[config.mk]
export PLATFORM = sky130hd
export DESIGN_NAME = pixaddr_gen
export DESIGN_NICKNAME = d
export VERILOG_FILES = /design/src/rtl/pixaddr_pkg.sv /design/src/rtl/pixaddr_mac.sv /design/src/rtl/pixaddr_step.sv /design/src/rtl/pixaddr_seq.sv /design/src/rtl/pixaddr_gen.sv
export SDC_FILE = /design/constraint.sdc
export NUM_CORES = 1
export LEC_CHECK = 0
export ABC_CLOCK_PERIOD_IN_PS = 7850
export CAP_MARGIN = 20
export CORE_UTILIZATION = 60
export DETAILED_ROUTE_END_ITERATION = 8
export DONT_BUFFER_PORTS = 1
export HOLD_SLACK_MARGIN = 0.02
export PLACE_DENSITY_LB_ADDON = 0.15
export SYNTH_ARGS = -nofsm -noshare
export SYNTH_HDL_FRONTEND = slang
export SYNTH_HIERARCHICAL = 1
export SYNTH_SLANG_ARGS = --single-unit
[constraint.sdc]
create_clock -name clk_i -period 7.85 [get_ports clk_i]
set_clock_uncertainty 0.15 [all_clocks]
set_input_delay 0.785 -clock clk_i [delete_from_list [all_inputs] [get_ports clk_i]]
set_output_delay 0.785 -clock clk_i [all_outputs]
set_load 0.05 [all_outputs]
[src/rtl/pixaddr_pkg.sv]
package pixaddr_pkg;
  localparam int unsigned FAT_STEPS = 4;
  localparam int unsigned STEP_W    = $clog2(FAT_STEPS);

  typedef enum logic {
    MODE_SINGLE = 1'b0,
    MODE_FAT    = 1'b1
  } mode_e;
endpackage

[src/rtl/pixaddr_mac.sv]
module pixaddr_mac #(
  parameter int unsigned COORD_W = 16,
  parameter int unsigned ADDR_W  = 32
) (
  input  logic [ADDR_W-1:0]  origin_i,
  input  logic [ADDR_W-1:0]  pitch_i,
  input  logic [COORD_W-1:0] x_i,
  input  logic [COORD_W-1:0] y_i,
  output logic [ADDR_W-1:0]  base_o
);
  localparam int unsigned PAD_W = ADDR_W - COORD_W;

  logic [ADDR_W-1:0] x_ext, y_ext, row_off;

  always_comb begin
    x_ext   = {{PAD_W{1'b0}}, x_i};
    y_ext   = {{PAD_W{1'b0}}, y_i};
    row_off = y_ext * pitch_i;  // truncated: modulo 2^ADDR_W
    base_o  = origin_i + row_off + x_ext;
  end
endmodule

[src/rtl/pixaddr_step.sv]
module pixaddr_step
  import pixaddr_pkg::*;
#(
  parameter int unsigned ADDR_W = 32
) (
  input  logic [STEP_W-1:0] step_i,
  input  logic [ADDR_W-1:0] pitch_i,
  output logic [ADDR_W-1:0] inc_o
);
  // step 0 -> (x+1,y): +1 ; step 1 -> (x,y+1): +pitch-1 ; step 2 -> (x+1,y+1): +1
  always_comb begin
    if (step_i == STEP_W'(1)) inc_o = pitch_i - ADDR_W'(1);
    else                      inc_o = ADDR_W'(1);
  end
endmodule

[src/rtl/pixaddr_seq.sv]
module pixaddr_seq
  import pixaddr_pkg::*;
(
  input  logic              clk_i,
  input  logic              rst_ni,
  input  logic              start_i,
  input  logic              mode_i,
  output logic              accept_o,
  output logic              advance_o,
  output logic [STEP_W-1:0] step_o,
  output logic              valid_o,
  output logic              done_o
);
  localparam logic [STEP_W-1:0] LAST_STEP = STEP_W'(FAT_STEPS - 1);

  logic              valid_q, done_q, fat_q;
  logic [STEP_W-1:0] step_q;
  logic              busy;

  assign busy      = valid_q & ~done_q;
  assign accept_o  = start_i & ~busy;
  assign advance_o = busy;

  always_ff @(posedge clk_i or negedge rst_ni) begin
    if (!rst_ni) begin
      valid_q <= 1'b0;
      done_q  <= 1'b0;
      fat_q   <= 1'b0;
      step_q  <= '0;
    end else if (accept_o) begin
      valid_q <= 1'b1;
      fat_q   <= (mode_e'(mode_i) == MODE_FAT);
      done_q  <= (mode_e'(mode_i) == MODE_SINGLE);
      step_q  <= '0;
    end else if (busy) begin
      step_q  <= step_q + STEP_W'(1);
      done_q  <= (step_q + STEP_W'(1)) == LAST_STEP;
    end else begin
      valid_q <= 1'b0;
      done_q  <= 1'b0;
    end
  end

  assign step_o  = step_q;
  assign valid_o = valid_q;
  assign done_o  = done_q;

  // done only with a valid result
  a_r5_done_with_valid: assert property (@(posedge clk_i) disable iff (!rst_ni)
    done_o |-> valid_o);
  // fat sequence finishes on its last step
  a_r5_done_on_last: assert property (@(posedge clk_i) disable iff (!rst_ni)
    (done_o && fat_q) |-> (step_q == LAST_STEP));
  // single result is complete at once
  a_r2_single_done: assert property (@(posedge clk_i) disable iff (!rst_ni)
    (valid_o && !fat_q) |-> done_o);
  // sequence keeps stepping regardless of start
  a_r7_busy_steps: assert property (@(posedge clk_i) disable iff (!rst_ni)
    (valid_o && !done_o) |=> (valid_o && step_q == $past(step_q) + STEP_W'(1)));
  // idle after completion without a start
  a_r9_idle: assert property (@(posedge clk_i) disable iff (!rst_ni)
    (done_o && !start_i) |=> !valid_o);
endmodule

[src/rtl/pixaddr_gen.sv]
module pixaddr_gen
  import pixaddr_pkg::*;
#(
  parameter int unsigned COORD_W = 16,
  parameter int unsigned ADDR_W  = 32
) (
  input  logic               clk_i,
  input  logic               rst_ni,
  input  logic               start_i,
  input  logic               mode_i,
  input  logic [ADDR_W-1:0]  origin_i,
  input  logic [ADDR_W-1:0]  pitch_i,
  input  logic [COORD_W-1:0] x_i,
  input  logic [COORD_W-1:0] y_i,
  output logic [ADDR_W-1:0]  addr_o,
  output logic               valid_o,
  output logic               done_o
);
  logic              accept, advance;
  logic [STEP_W-1:0] step;
  logic [ADDR_W-1:0] base, inc, addr_q, pitch_q;

  pixaddr_mac #(.COORD_W(COORD_W), .ADDR_W(ADDR_W)) i_mac (
    .origin_i (origin_i),
    .pitch_i  (pitch_i),
    .x_i      (x_i),
    .y_i      (y_i),
    .base_o   (base)
  );

  pixaddr_step #(.ADDR_W(ADDR_W)) i_step (
    .step_i  (step),
    .pitch_i (pitch_q),
    .inc_o   (inc)
  );

  pixaddr_seq i_seq (
    .clk_i     (clk_i),
    .rst_ni    (rst_ni),
    .start_i   (start_i),
    .mode_i    (mode_i),
    .accept_o  (accept),
    .advance_o (advance),
    .step_o    (step),
    .valid_o   (valid_o),
    .done_o    (done_o)
  );

  always_ff @(posedge clk_i or negedge rst_ni) begin
    if (!rst_ni) begin
      addr_q  <= '0;
      pitch_q <= '0;
    end else if (accept) begin
      addr_q  <= base;
      pitch_q <= pitch_i;
    end else if (advance) begin
      addr_q  <= addr_q + inc;
    end
  end

  assign addr_o = addr_q;

  // accepted start yields a result next cycle
  a_r2_result_next: assert property (@(posedge clk_i) disable iff (!rst_ni)
    (start_i && !(valid_o && !done_o)) |=> valid_o);
  // column steps add one
  a_r6_col_step: assert property (@(posedge clk_i) disable iff (!rst_ni)
    (valid_o && !done_o && step != STEP_W'(1)) |=> (addr_o == $past(addr_o) + ADDR_W'(1)));
  // row step adds pitch-1 of the captured pitch
  a_r6_row_step: assert property (@(posedge clk_i) disable iff (!rst_ni)
    (valid_o && !done_o && step == STEP_W'(1)) |=>
      (addr_o == $past(addr_o) + $past(pitch_q) - ADDR_W'(1)));
  // captured pitch is stable during a sequence
  a_r6_pitch_hold: assert property (@(posedge clk_i) disable iff (!rst_ni)
    (valid_o && !done_o) |=> $stable(pitch_q));
endmodule

==> parameters.txt, run 1 <==
Parameter                              Value

Status
  Result of the run    complete, no violations

STA
  Number of failing hold endpoints at the final stage    0
  Final min period    6.26 ns
  Final setup fails    0
  Slew Viols, Final    0
  RSZ-0062 raised after global routing    no
  Total Neg Setup Slack    0 ns
  Least-Margin Pin Slew    0.915 ns
  Worst slew margin relative to its limit    38.9%
  Maximum operating frequency    0.160 GHz
  Post-route clock period utilization    79.7%

Setup path
  Type of element capturing the critical path    register
  Slowest cell delay on critical path    0.56 ns
  Startpoint of the worst-slack reg-to-reg timing path    pitch_q[0]
  CP cell instances    and2_1 > fa_1 > inv_1 > fa_1 > inv_1 > fa_1 > inv_1 > fa_1 > fa_1 > fa_1 > inv_1 > ha_1 > nand4_1 > nor2_1 > nand2_1 > a2111oi_4 > o21ai_1 > a21oi_1 > xnor2_1 > a22oi_1 > nand3_1
  Worst setup path startpoint    pitch_i[17]
  Cell family with most CP delay    adder cells
  Required time of the critical path    7.93 ns
  Crit Path Category    input pin to register
  Peak fanout along the critical path    16
  Crit path DAT    6.34 ns
  Slowest cell on the critical path    sky130_fd_sc_hd__fa_1
  Buffers plus inverters on the worst setup path    4
  Most common cell on crit path    sky130_fd_sc_hd__fa_1
  Critical Path Source Type    input pin

Placed design
  HPWL reported at the end of detailed placement    37.5 mm
  Count of input and output buffers    0
  Placer's final routability congestion estimate    0.927

Clocking
  Clock Tree Root    sky130_fd_sc_hd__clkbuf_16
  CTS tree    yes
  Sinks on Clock Net    68
  Clock insertion delay at the later pin of the skew report    0.35 ns
  Maximum level of the CTS H-tree    3
  Clock Pin Slew Worst Setup and Hold Paths    0.06 ns
  Maximum buffer depth of the clock tree    2
  Total CTS buffers    9

Floorplanning
  Initial core utilization    61.4%
  Die Ht    177 µm
  Core area    29900 µm²
  Number of rows created at floorplan    63
  Width of the die    177 µm
  Count of boundary I/O pins    134
  Die footprint    31300 µm²

Yosys
  Number of nets in the synthesized netlist    2648
  Mapped Area    18400 µm²
  Cell type contributing the most total cell area after synthesis    sky130_fd_sc_hd__fa_1
  Number of register bits inferred by synthesis    68
  Instance count of the mapped netlist    2083
  Post-synth EDFFs    0
  Post-synthesis average cell area    8.81 µm²
  Number of warnings issued by yosys    6
  Synth area leaders    sky130_fd_sc_hd__fa_1, sky130_fd_sc_hd__dfrtp_1, sky130_fd_sc_hd__inv_1, sky130_fd_sc_hd__ha_1, sky130_fd_sc_hd__nand2_1
  Async set-or-reset flop fraction in the synthesized netlist    100%
  Seq/Total Area, Yosys    9.27%
  Post-synth cell types    85
  Post-synth top area share    38.2%
  Flip-flop cell with the highest count after synthesis    sky130_fd_sc_hd__dfrtp_1

Global route
  Pin count of the biggest net entering global routing    69
  Aggregate global routing overflow    0
  GR Util met3    5.52%
  Busiest grt layer    met2
  Tot GR Track Use    32.5%
  Via count of the first global-routing pass    14900
  Met1 demand-to-capacity share in global routing    40.9%
  Initial antenna violation count    2
  Global routing usage on met2    54.9%
  Wire length of the first global-routing pass    77.6 mm

Drt
  Number of routed nets with antenna violations    0
  Routed Wire Length    47.3 mm
  Wire length per cell after detailed routing    19.7 µm
  Via-to-Cell Ratio    5.80
  First-pass iteration count of the detailed router    5
  DRC marker count from the first detailed-route iteration    899
  DRC violation count after routing    0
  Via Count    14000

Finish
  Number of nets in the layout    2575
  Area occupied by multi-input gates    14700 µm²
  Fraction of final layout cells sized beyond drive strength 1    4.37%
  # fillers    2595
  Post-synthesis to final-layout area growth    2.60%
  Storage element area    1700 µm²

Hold path
  Kind of path behind the tightest hold check    input pin to async pin

Flow run
  Max-Cap Viols    0
[flip-flops by register name (all words and copies together) (netlist names)]
name / count
pitch_q: 32
i_seq/valid_o: 1
i_seq/done_o: 1
addr_o: 32
i_seq/step_o: 2
[cell type report]
| class | instances | area share (%) |
|---|---|---|
| clock inverters | 6 | 0.213 |
| clock buffers | 10 | 1.27 |
| multi-input cells | 1493 | 77.9 |
| inverters | 433 | 8.63 |
| diodes | 2 | 0.0266 |
| repair buffers | 5 | 0.346 |
| well taps | 390 | 2.59 |
| flip-flops and latches | 68 | 9.04 |
[layer usage]
metal | routed length, µm | vias up
li1 | - | 6282
met2 | 22900 | 500
met1 | 19300 | 7056
met5 | 0 | -
met4 | 2210 | 0
met3 | 2980 | 119
[worst reg2reg max path: cells and delay by family (launching register included)]
| family | cells | cell delay, ns |
|---|---|---|
| adders and majority gates | 2 | 0.51 |
| and+or+nand+nor | 3 | 1.80 |
| muxes | 1 | 0.13 |
| DFF | 1 | 0.43 |
| AOI/OAI and AO/OA | 8 | 1.33 |
| buffers and inverters | 2 | 0.19 |
[cells in the mapped netlist (9+ instances only)]
cell type,count
sky130_fd_sc_hd__fa_1,350
sky130_fd_sc_hd__nor3_1,13
sky130_fd_sc_hd__o21bai_1,9
sky130_fd_sc_hd__o21ai_1,12
sky130_fd_sc_hd__nor2_1,37
sky130_fd_sc_hd__nand4_1,10
sky130_fd_sc_hd__nor2b_1,11
sky130_fd_sc_hd__clkbuf_1,73
sky130_fd_sc_hd__nand3_1,13
sky130_fd_sc_hd__xor2_1,29
sky130_fd_sc_hd__mux2_2,32
sky130_fd_sc_hd__o21ai_0,50
sky130_fd_sc_hd__ha_1,115
sky130_fd_sc_hd__mux2i_1,29
sky130_fd_sc_hd__inv_1,433
sky130_fd_sc_hd__o31ai_1,13
sky130_fd_sc_hd__or4_1,9
sky130_fd_sc_hd__and2_1,148
sky130_fd_sc_hd__a21o_1,27
sky130_fd_sc_hd__a21oi_1,80
sky130_fd_sc_hd__nand2_1,314
sky130_fd_sc_hd__xnor2_1,61
sky130_fd_sc_hd__dfrtp_1,68
sky130_fd_sc_hd__buf_2,9
sky130_fd_sc_hd__nand2b_1,15
[worst paths after layout]
| path | to | slack [ns] | cells after the start |
|---|---|---|---|
| max reg2reg | addr_o[30] | 3.19 | 16 |
| max | addr_o[31] | 1.59 | 21 |
| max in group asynchronous | pitch_q[26] | 7.08 | 1 |
| min | addr_o[11] | 0.17 | 1 |
| min reg2reg | pitch_q[31] | 0.38 | 1 |
| min in group clk_i | pitch_q[31] | 0.38 | 1 |
[stage by stage]
stage          cell area, µm²  hold slack, ns  utilization [%]  setup WS (ns)  cells
2_1_floorplan           18400           0.332                -           1.31   2083
3_3_place_gp            18500           0.342             61.9           1.42   2387
3_5_place_dp            18500           0.342             61.9           1.20   2387
4_1_cts                 18800           0.185             63.0           1.59   2404
5_1_grt                 18800           0.192             63.0           1.37   2407
6_report                18800           0.168             63.0           1.59   2407
[cells in the final DEF (no fill, tap or decap), drive strengths merged, types with 8 or more instances in the layout]
| cell | n |
|---|---|
| a211oi | 8 |
| fa | 350 |
| ha | 115 |
| nand2b | 16 |
| and2 | 149 |
| or4 | 13 |
| or3 | 9 |
| clkbuf | 10 |
| nor3 | 14 |
| a21o | 27 |
| mux2i | 29 |
| nor2 | 38 |
| mux2 | 33 |
| nand2 | 315 |
| o21bai | 9 |
| nor2b | 11 |
| dfrtp | 68 |
| a21oi | 82 |
| o31ai | 14 |
| nand3 | 13 |
| inv | 433 |
| o21ai | 64 |
| xnor2 | 61 |
| xor2 | 29 |
| nand4 | 10 |
[cell families after synthesis]
| kind of cell | Yosys count | synth area share [%] |
|---|---|---|
| compound gates | 255 | 9.23 |
| xor+xnor | 90 | 4.30 |
| fa+ha+maj | 465 | 46.0 |
| buf+inv | 522 | 10.8 |
| flops | 68 | 9.27 |
| mux | 62 | 3.63 |
| simple gates | 621 | 16.7 |
[what timing repair did]
item | in CTS | in global routing
endpoints found under the hold margin | 68 | 0
setup endpoints to repair | 0 | 0
hold buffers | 1 | 0
buffers inserted | 0 | 0
resized for setup | 0 | 0
Power of run 1 is left out: the tool's default activity adds up to more than one toggle a clock period on the data nets, which glitch-free logic cannot reach.
==> inputs of run 2 (changes only) <==
Settings changed: ABC_CLOCK_PERIOD_IN_PS 7850 to 6400.
Clock period 7.85 ns to 6.4 ns, I/O delays scaled along.
==> run 2 against run 1 <==
  * Cell count rose by 0.37%
  * Global-route usage fell by 0.33 points
  * Design area rose by 0.56%
  * Utilization rose by 0.35 points
  * Highest routed layer unchanged
==> parameters.txt, run 2 (synthesis gave the netlist of run 1 again) <==
Parameter                              Value

Status
  Result of the run    complete, no violations

Clocking
  Maximum level of the CTS H-tree    3 (unchanged)
  Maximum buffer depth of the clock tree    2 (unchanged)
  Sinks on Clock Net    68 (unchanged)
  Clock insertion delay at the later pin of the skew report    0.35 ns (about the same)
  Total CTS buffers    9 (unchanged)
  Clock Pin Slew Worst Setup and Hold Paths    0.07 ns (about the same)
  Buffer count from post-CTS setup fixing    0 (unchanged)
  Clock Tree Root    sky130_fd_sc_hd__clkbuf_16
  CTS tree    yes

Drt
  Via Count    14000 (-0.014%)
  Wire length per cell after detailed routing    19.4 µm (-1.4%)
  Routed Wire Length    46.8 mm (-1.0%)
  Via-to-Cell Ratio    5.78 (-0.39%)
  DRC marker count from the first detailed-route iteration    692 (-23%)
  Number of routed nets with antenna violations    0 (unchanged)
  First-pass iteration count of the detailed router    5 (unchanged)
  DRC violation count after routing    0 (unchanged)

Flow run
  Max-Cap Viols    0 (unchanged)

Finish
  Commonest cells after routing, fill and taps aside    sky130_fd_sc_hd__inv_1, sky130_fd_sc_hd__fa_1, sky130_fd_sc_hd__nand2_1
  Fraction of final layout cells sized beyond drive strength 1    4.84% (+0.47 points)
  Number of nets in the layout    2584 (+0.35%)
  Most common cell after layout, fill and taps aside    sky130_fd_sc_hd__inv_1
  Final core utilization    63.4% (+0.35 points)
  Post-synthesis to final-layout area growth    3.18%

STA
  Slew Viols, Final    0 (unchanged)
  Least-Margin Pin Slew    0.886 ns (-0.0281 ns)
  Maximum operating frequency    0.163 GHz
  Worst slew margin relative to its limit    40.8% (+1.9 points)
  Post-route clock period utilization    95.8%
  RSZ-0062 raised after global routing    yes
  Final setup fails    0 (unchanged)
  Total Neg Setup Slack    0 ns (unchanged)
  Number of failing hold endpoints at the final stage    0 (unchanged)
  Final min period    6.13 ns

Floorplanning
  Initial core utilization    61.4% (unchanged)
  Width of the die    177 µm (unchanged)
  Count of boundary I/O pins    134 (unchanged)
  Die footprint    31300 µm² (unchanged)
  Number of rows created at floorplan    63 (unchanged)
  Core area    29900 µm² (unchanged)
  Die Ht    177 µm (unchanged)

Setup path
  Peak fanout along the critical path    17 (+1)
  Crit Path Category    input pin to register
  Type of element capturing the critical path    register
  Endpoint of the worst register-to-register path    addr_o[30]
  Required time of the critical path    6.48 ns (-1.45 ns)
  Startpoint of the worst-slack reg-to-reg timing path    pitch_q[0]
  Number of cells on the worst reg-to-reg path    16 (unchanged)
  Critical Path Source Type    input pin
  Crit path DAT    6.21 ns (-0.13 ns)
  Worst setup slack for register-to-register paths    1.77 ns (-1.42 ns)

Global route
  Pin count of the biggest net entering global routing    69 (unchanged)
  Tot GR Track Use    32.2% (-0.33 points)
  Initial antenna violation count    2 (unchanged)
  Aggregate global routing overflow    0 (unchanged)
  Wire length of the first global-routing pass    76.9 mm (-0.88%)
  Via count of the first global-routing pass    14900 (-0.094%)

Placed design
  HPWL reported at the end of detailed placement    37.0 mm (-1.2%)
  Count of input and output buffers    0 (unchanged)
  Placer's final routability congestion estimate    0.926 (about the same)

Hold path
  Kind of path behind the tightest hold check    input pin to async pin
-- run 2: cell count changes in the layout (fill, tap and decap cells not counted), sizes merged --
cell	change
buf	+9
bufinv	+1
clkinv	-2
clkinvlp	+1
-- run 2: area by class of cell --
class	instances	area, µm²
Multi-Input combinational cell	1493	14700
Fill cell	2543	10900
Sequential cell	68	1700
Inverter	433	1630
Tap cell	390	488
Clock buffer	10	239
Timing Repair Buffer	14	133
Clock inverter	6	63.8
Antenna cell	2	5.00
-- run 2: routing by layer --
metal / track usage [%] / routed length, µm
met5: 0 / 0
met4: 13.4 / 1790
met3: 4.98 / 2900
met2: 54.9 / 22900
met1: 40.8 / 19300
-- run 2: what timing repair did --
| item | CTS | global route |
|---|---|---|
| hold buffers | 1 | 0 |
| endpoints found under the hold margin | 68 | 0 |
| endpoints found under the setup margin | 0 | 2 |
| gates resized for setup | 0 | 2 |
-- run 2: worst max-delay path by stage --
stage / startpoint / endpoint / slack (ns) / cells past startpoint
final: pitch_i[5] / addr_o[28] / 0.27 / 20
after global routing: pitch_i[7] / addr_o[28] / -0.007 / 21
after CTS: pitch_i[17] / addr_o[31] / 0.37 / 21
after detailed placement: pitch_i[5] / addr_o[28] / 0.03 / 20
after global placement: pitch_i[17] / addr_o[31] / 0.11 / 21
after floorplan: y_i[3] / addr_o[30] / 0.002 / 21
-- run 2: critical path, cell delays in order --
cell and delay [ns]:
sky130_fd_sc_hd__and2_1 0.16, sky130_fd_sc_hd__fa_1 0.53, sky130_fd_sc_hd__inv_1 0.05, sky130_fd_sc_hd__fa_1 0.54, sky130_fd_sc_hd__inv_1 0.05, sky130_fd_sc_hd__fa_1 0.50, sky130_fd_sc_hd__fa_1 0.43, sky130_fd_sc_hd__fa_1 0.49
sky130_fd_sc_hd__inv_1 0.05, sky130_fd_sc_hd__fa_1 0.53, sky130_fd_sc_hd__inv_1 0.06, sky130_fd_sc_hd__ha_1 0.30, sky130_fd_sc_hd__and3_1 0.22, sky130_fd_sc_hd__and2_4 0.17, sky130_fd_sc_hd__a211oi_1 0.58, sky130_fd_sc_hd__nor3_1 0.24
sky130_fd_sc_hd__o2111ai_1 0.25, sky130_fd_sc_hd__o311ai_1 0.14, sky130_fd_sc_hd__a22oi_1 0.19, sky130_fd_sc_hd__o21ai_1 0.08
-- run 2: per-stage QoR --
step | hold slack, ns | instance area (µm²) | setup slack, ns | std cells
final | 0.0389 | 18900 | 0.269 | 2416
after global routing | 0.0604 | 18900 | -0.00689 | 2416
after CTS | 0.0465 | 18900 | 0.371 | 2413
after floorplan | 0.194 | 18400 | 0.00153 | 2083
after global placement | 0.198 | 18600 | 0.114 | 2396
after detailed placement | 0.197 | 18600 | 0.0272 | 2396
Power of run 2 is left out for the same reason.
